===== config.mk =====
export PLATFORM = sky130hd
export DESIGN_NAME = knockout_concentrator
export DESIGN_NICKNAME = d
export VERILOG_FILES = /design/src/rtl/knockout_pkg.sv /design/src/rtl/ko_element.sv /design/src/rtl/ko_division.sv /design/src/rtl/knockout_concentrator.sv
export SDC_FILE = /design/constraint.sdc
export NUM_CORES = 1
export LEC_CHECK = 0
export BUFFER_PORTS_ARGS = -buffer_cell sky130_fd_sc_hd__buf_2
export CORE_ASPECT_RATIO = 1.1
export CORE_MARGIN = 2
export CORE_UTILIZATION = 45
export CTS_CLUSTER_DIAMETER = 30
export DETAILED_ROUTE_END_ITERATION = 16
export GPL_TIMING_DRIVEN = 0
export PLACE_DENSITY = 0.71
export SLEW_MARGIN = 20
export SYNTH_ARGS = -nofsm -noshare
export SYNTH_HDL_FRONTEND = slang
export SYNTH_HIERARCHICAL = 1
export SYNTH_SLANG_ARGS = --single-unit
export TNS_END_PERCENT = 100

===== constraint.sdc =====
create_clock -name clk -period 10.25 [get_ports clk]
set_clock_uncertainty 0.1 [all_clocks]
set_input_delay 0.5125 -clock clk [delete_from_list [all_inputs] [get_ports clk]]
set_output_delay 0.5125 -clock clk [all_outputs]
set_load 0.01 [all_outputs]

===== src/rtl/knockout_pkg.sv =====
package knockout_pkg;

  localparam int unsigned KO_MAX_PORTS = 64;

  typedef logic [KO_MAX_PORTS-1:0] ko_mask_t;

  // number of set flags in a valid mask
  function automatic int unsigned ko_count(input ko_mask_t m);
    int unsigned c;
    c = 0;
    for (int i = 0; i < KO_MAX_PORTS; i++) c += int'(m[i]);
    return c;
  endfunction

  // cells that cannot be placed on a lane
  function automatic int unsigned ko_excess(input int unsigned k, input int unsigned lanes);
    return (k > lanes) ? (k - lanes) : 0;
  endfunction

  // cells that reach a lane
  function automatic int unsigned ko_forwarded(input int unsigned k, input int unsigned lanes);
    return (k > lanes) ? lanes : k;
  endfunction

endpackage


===== src/rtl/ko_element.sv =====
module ko_element #(
  parameter int unsigned W = 16
) (
  input  logic         clk,
  input  logic         rst_n,
  input  logic         a_vld,
  input  logic [W-1:0] a_dat,
  input  logic         b_vld,
  input  logic [W-1:0] b_dat,
  output logic         win_vld,
  output logic [W-1:0] win_dat,
  output logic         lose_vld,
  output logic [W-1:0] lose_dat
);

  logic favor_b_q;
  logic contested;
  logic take_b;

  assign contested = a_vld & b_vld;
  assign take_b    = b_vld & (~a_vld | favor_b_q);

  always_comb begin
    win_vld  = a_vld | b_vld;
    win_dat  = take_b ? b_dat : a_dat;
    lose_vld = contested;
    lose_dat = '0;
    if (contested) lose_dat = take_b ? a_dat : b_dat;
  end

  always_ff @(posedge clk) begin
    if (!rst_n)         favor_b_q <= 1'b0;
    else if (contested) favor_b_q <= ~favor_b_q;
  end

  assert_loser_needs_winner_R6: assert property (@(posedge clk) disable iff (!rst_n)
    lose_vld |-> win_vld);

  assert_cells_kept_R5: assert property (@(posedge clk) disable iff (!rst_n)
    $countones({win_vld, lose_vld}) == $countones({a_vld, b_vld}));

  assert_pair_split_R5: assert property (@(posedge clk) disable iff (!rst_n)
    contested |-> ((win_dat == a_dat && lose_dat == b_dat) ||
                   (win_dat == b_dat && lose_dat == a_dat)));

  assert_toggle_flips_R7: assert property (@(posedge clk) disable iff (!rst_n)
    contested |=> (favor_b_q != $past(favor_b_q)));

endmodule


===== src/rtl/ko_division.sv =====
module ko_division #(
  parameter int unsigned N = 8,
  parameter int unsigned W = 16
) (
  input  logic           clk,
  input  logic           rst_n,
  input  logic [N-1:0]   in_vld,
  input  logic [N*W-1:0] in_dat,
  output logic           win_vld,
  output logic [W-1:0]   win_dat,
  output logic [N-1:0]   lose_vld,
  output logic [N*W-1:0] lose_dat
);

  localparam int unsigned NODES = 2 * N;

  // heap numbering: node 1 is the champion, leaves are N..2N-1
  logic [NODES-1:0]        node_vld;
  logic [NODES-1:0][W-1:0] node_dat;

  assign node_vld[0] = 1'b0;
  assign node_dat[0] = '0;

  for (genvar j = 0; j < N; j++) begin : g_leaf
    assign node_vld[N+j] = in_vld[j];
    assign node_dat[N+j] = in_dat[j*W +: W];
  end

  for (genvar e = 1; e < N; e++) begin : g_match
    ko_element #(.W(W)) u_el (
      .clk      (clk),
      .rst_n    (rst_n),
      .a_vld    (node_vld[2*e]),
      .a_dat    (node_dat[2*e]),
      .b_vld    (node_vld[2*e+1]),
      .b_dat    (node_dat[2*e+1]),
      .win_vld  (node_vld[e]),
      .win_dat  (node_dat[e]),
      .lose_vld (lose_vld[e-1]),
      .lose_dat (lose_dat[(e-1)*W +: W])
    );
  end

  // the last loser slot is never fed: N-1 matches yield N-1 losers
  assign lose_vld[N-1]         = 1'b0;
  assign lose_dat[(N-1)*W +: W] = '0;

  assign win_vld = node_vld[1];
  assign win_dat = node_dat[1];

  assert_champion_exists_R6: assert property (@(posedge clk) disable iff (!rst_n)
    (|in_vld) == win_vld);

  assert_division_keeps_R5: assert property (@(posedge clk) disable iff (!rst_n)
    ($countones(lose_vld) + int'(win_vld)) == $countones(in_vld));

endmodule


===== src/rtl/knockout_concentrator.sv =====
module knockout_concentrator
  import knockout_pkg::*;
#(
  parameter  int unsigned N  = 8,
  parameter  int unsigned L  = 4,
  parameter  int unsigned W  = 16,
  localparam int unsigned DW = $clog2(N + 1)
) (
  input  logic           clk,
  input  logic           rst_n,
  input  logic [N-1:0]   in_vld,
  input  logic [N*W-1:0] in_dat,
  output logic [L-1:0]   out_vld,
  output logic [L*W-1:0] out_dat,
  output logic [DW-1:0]  drop_cnt
);

  // stage k feeds division k; stage L holds the cells that lost everywhere
  logic [L:0][N-1:0]   stage_vld;
  logic [L:0][N*W-1:0] stage_dat;
  logic [L-1:0]        lane_vld;
  logic [L-1:0][W-1:0] lane_dat;
  logic [DW-1:0]       drop_now;

  assign stage_vld[0] = in_vld;
  assign stage_dat[0] = in_dat;

  for (genvar k = 0; k < L; k++) begin : g_div
    ko_division #(.N(N), .W(W)) u_div (
      .clk      (clk),
      .rst_n    (rst_n),
      .in_vld   (stage_vld[k]),
      .in_dat   (stage_dat[k]),
      .win_vld  (lane_vld[k]),
      .win_dat  (lane_dat[k]),
      .lose_vld (stage_vld[k+1]),
      .lose_dat (stage_dat[k+1])
    );
  end

  assign drop_now = DW'(ko_count(ko_mask_t'(stage_vld[L])));

  logic primed_q;

  always_ff @(posedge clk) begin
    if (!rst_n) begin
      out_vld  <= '0;
      out_dat  <= '0;
      drop_cnt <= '0;
      primed_q <= 1'b0;
    end else begin
      primed_q <= 1'b1;
      out_vld  <= lane_vld;
      drop_cnt <= drop_now;
      for (int j = 0; j < L; j++)
        out_dat[j*W +: W] <= lane_vld[j] ? lane_dat[j] : '0;
    end
  end

  assert_lanes_packed_R2: assert property (@(posedge clk) disable iff (!rst_n)
    (out_vld & (out_vld + 1'b1)) == '0);

  assert_drop_means_full_R3: assert property (@(posedge clk) disable iff (!rst_n)
    (drop_cnt != '0) |-> (&out_vld));

  assert_slot_balance_R5: assert property (@(posedge clk) disable iff (!rst_n)
    primed_q |-> (($countones(out_vld) + int'(drop_cnt)) == $past($countones(in_vld))));

  assert_idle_slot_R8: assert property (@(posedge clk) disable iff (!rst_n)
    (in_vld == '0) |=> (out_vld == '0 && drop_cnt == '0));

endmodule


After elaboration in Yosys (flattened, before gate mapping)
Index checks and enable logic that the tools add are counted.
{"block": "op_classes", "bitwise_logic": 132, "add_sub_neg": 3, "reduce_logical": 4, "n_mux": 58}
{"op": "16-bit two-way mux", "n": 58}
{"op": "1-bit bitwise AND", "n": 44}
{"op": "1-bit inverter", "n": 44}
{"op": "1-bit OR", "n": 44}
{"op": "2-bit AND reduction", "n": 4}
{"op": "3-bit by 1-bit adder with 4-bit output", "n": 1}
{"op": "2-bit by 1-bit adder with 3-bit output", "n": 1}
{"op": "1-bit by 1-bit adder with 2-bit output", "n": 1}
{"block": "word_totals", "register_bits": 94, "inputBits": 138, "elab_cells": 225, "out_inout_bits": 72}

Longest topological paths before layout
{"block": "depth", "word_depth": 18, "ltp_mapped": 30, "ltp_nobuf": 26}

By module
The synthesis kept the hierarchy.
{"module": "ko_element", "cells_each": 60, "n_inst": 28, "seq_area_each_um2": 20.0, "area_each_um2": 549.3}
{"module": "knockout_concentrator", "cells_each": 178, "n_inst": 1, "seq_area_each_um2": 1441.4, "area_each_um2": 2128.3}
{"module": "ko_division", "cells_each": 18, "n_inst": 4, "seq_area_each_um2": 0.0, "area_each_um2": 131.4}

Worst setup path after synthesis
Ideal clock, no wire load.
{"block": "synth_timing", "kind": "input -> register", "startpoint": "input port in_vld[7]", "endpoint": "register drop_cnt[1]", "setup_ns": 0.065, "path_stages": 28, "n_path_buf": 4, "t_arrival_ns": 6.887, "t_required_ns": 10.085, "slack_ns": 3.198, "path_cell_list": "or2_2 -> or2_2 -> nand2_1 -> clkbuf_1 -> inv_1 -> or2_2 -> or2_2 -> nand2_1 -> clkbuf_1 -> inv_1 -> or2_2 -> or2_2 -> nand2_1 -> clkbuf_1 -> inv_1 -> or2_2 -> or2_2 -> nand2_1 -> clkbuf_1 -> inv_1 -> inv_1 -> fa_1 -> fa_1 -> inv_1 -> ha_1 -> inv_1 -> fa_1 -> nor2b_1"}
{"item": "start: declaration", "line_no": "knockout_concentrator.sv:11", "source": "input logic [N-1:0] in_vld,"}
{"item": "end signal: assignment", "line_no": "knockout_concentrator.sv:54", "source": "drop_cnt <= drop_now;"}
{"item": "end: declaration", "line_no": "knockout_concentrator.sv:15", "source": "output logic [DW-1:0] drop_cnt"}

==> key figures <==
Outcome
  • Outcome: completed

CTS
  • Register clock-pin slew on the reported worst setup and hold paths: 0.08 ns
  • CTS tree: yes
  • Clk sinks: 100
  • Htree depth: 3
  • Maximum buffer depth of the clock tree: 2
  • Clk root buf: clkbuf_16
  • Setup Buffers After CTS: 0
  • CTS Buf Count: 9
  • Skew-Pair Late Insertion Delay: 0.38 ns
  • Post-CTS sizing: 0
  • Hold buffers post-CTS: 0

GRT
  • GRT overflow: 0
  • Vias in the first global route: about 13,000
  • All-Layer GR Usage: roughly a quarter
  • Pin count of the biggest net entering global routing: 38
  • Initial antenna violation count: 0
  • First-pass GRT wire length: between 70,000 and 80,000 microns

Critical path
  • Crit Path Max Fanout: 10
  • CP Class: input pin to register
  • CP peak stage delay: about 0.47 ns
  • CP most frequent cell: or2_2
  • Startpoint Class: input pin
  • Critical Path Sink Type: register
  • Crit-path slowest cell: fa_1
  • CP required: 10.47 ns
  • WP data arrival: approximately 7.7 ns

STA
  • Final Hold Slack: about 0.56 ns
  • Fmax: approximately 130 MHz
  • TNS Setup: 0 ns
  • RSZ-0062 raised after global routing: no
  • Fin crit share: ~73%
  • Slew headroom: 50.6%
  • Fin. max-slew vios: 0
  • Fin. Hold Viols: 0
  • Setup-failing EPs final: 0
  • Min Tclk post-route: 7.47 ns
  • Worst-margin pin slew: approximately 0.74 ns

Route
  • WL/cell: slightly below 20 microns
  • Post-route ant nets: 0
  • Drt first pass iters: 5
  • Iteration-0 DRC Markers: about 650
  • Vias: approximately 12,000
  • Routed vias/inst: 5.10
  • Number of remaining DRC errors: 0
  • WL final: just under 50,000 microns

Power
  • Cell internal pwr: ~0.0013 W
  • Pleak: approximately 9 nW
  • Comb power frac: around 60%
  • Worst vdd ir: between 0.09 and 0.1 mV
  • Clock power frac: approximately 18%
  • Power Density: between 100 and 150 nW/um^2
  • Register share of total power: a little over a fifth
  • Switching fraction of total power: approximately two fifths
  • Psw: a little under 0.0008 W

Floorplanning
  • Full die area: 37,800 sq um
  • Io pins: 210
  • Row cnt: 73
  • Die width: 186 microns
  • Core Area: between 30,000 and 40,000 sq um
  • Initial core utilization: 45.3%
  • Die Height: just over 200 microns

Layout
  • Nets: 2,096
  • Share of layout cells above drive strength 1: approximately 44%
  • Fillers: 3,434
  • Synthesis-to-layout area growth: 13.1%

Place
  • Buffers on Ports: between 200 and 250
  • Detail Placement HPWL: 41,200 microns
  • Routability cong.: 0.924

Logic synthesis
  • Synth warnings: 6
  • Synth Instances: roughly 1,700
  • Syn Area/Cell: 9.70 sq um
  • Mapped cell area: 16,300 sq um

Hold path
  • Hold crit path type: register to register

Run
  • Max-Cap Viols: 0
## per-stage QoR
step | area [sq um] | setup slack, ns | cells | total power [W] | util, %
finish | 18500 | 2.78 | 2444 | 0.00204 | 51.3
global route | 18400 | 2.27 | 2443 | 0.00215 | 51.3
CTS | 18400 | 2.78 | 2443 | 0.00203 | 51.3
detailed placement | 18200 | 2.41 | 2427 | 0.00166 | 50.4
global placement | 18200 | 2.44 | 2427 | 0.00165 | 50.4
floorplan | 16500 | 3.56 | 1731 | 0.00139 | -
## state kept, by name (all words and copies together), names as in the netlist
signal / count
out_vld: 4
out_dat: 64
g_div.u_div/g_match.u_el/favor_b_q: 28
drop_cnt: 4
## path summary, 6_finish.rpt
path,slack [ns],end,startpoint,depth (start not counted)
worst min-delay path,0.56,g_div[3].u_div/g_match[2].u_el/favor_b_q,g_div[3].u_div/g_match[2].u_el/favor_b_q,3
worst max register to register,5.59,out_dat[58],g_div[0].u_div/g_match[6].u_el/favor_b_q,19
worst max-delay path,2.78,drop_cnt[1],in_vld[7],29
worst min register to register,0.56,g_div[3].u_div/g_match[2].u_el/favor_b_q,g_div[3].u_div/g_match[2].u_el/favor_b_q,3
## cells in the final DEF (no fill, tap or decap), types with 3 or more instances in the layout
master	instances
and2_1	34
and3_1	64
buf_12	28
buf_2	215
buf_4	73
buf_6	28
clkbuf_1	29
clkbuf_16	9
clkbuf_2	5
conb_1	52
dfxtp_1	100
fa_1	4
ha_1	3
inv_1	69
mux2_2	168
mux2_4	280
mux2i_1	336
nand2_1	29
nor2_1	337
o21ai_4	28
or2_2	28
xnor2_1	29
## per-layer routing
layer / vias up / global-route usage (%) / share of wire [%]
met2: 277 / 44.2 / 47
met1: 5938 / 34.3 / 47
met3: 29 / 2.70 / 3.9
li1: 6217 / - / -
met4: 0 / 5.40 / 1.3
met5: - / 0 / 0
## critical path: cells and delay by family
family / cells / cell delay, ns
adder cells (fa/ha/maj): 4 / 1.41
AND/OR/NAND/NOR: 13 / 3.74
buffers and inverters: 12 / 2.04
## final cells by class
class                      instances  area, sq um  share of cell area, %
sequential                       100         2000                   10.9
antenna                            1         2.50                 0.0136
multi-input combinational       1394        12700                   68.6
buffer                           168         1580                   8.59
clock inverter                     6         63.8                  0.346
clock buffer                      10          229                   1.24
timing repair buffer             209         1050                   5.67
inverter                          69          259                   1.40
tap                              487          609                   3.30
## power by group through the flow
stage	registers, W	clock network (W)	logic [W]
after CTS	0.000450	0.000370	0.00121
after detailed placement	0.000458	0	0.00121
final	0.000449	0.000360	0.00123
after global routing	0.000453	0.000382	0.00131
after global placement	0.000458	0	0.00119
after floorplan	0.000479	0	0.000912
No activity file was read; power rests on OpenSTA's default activity.
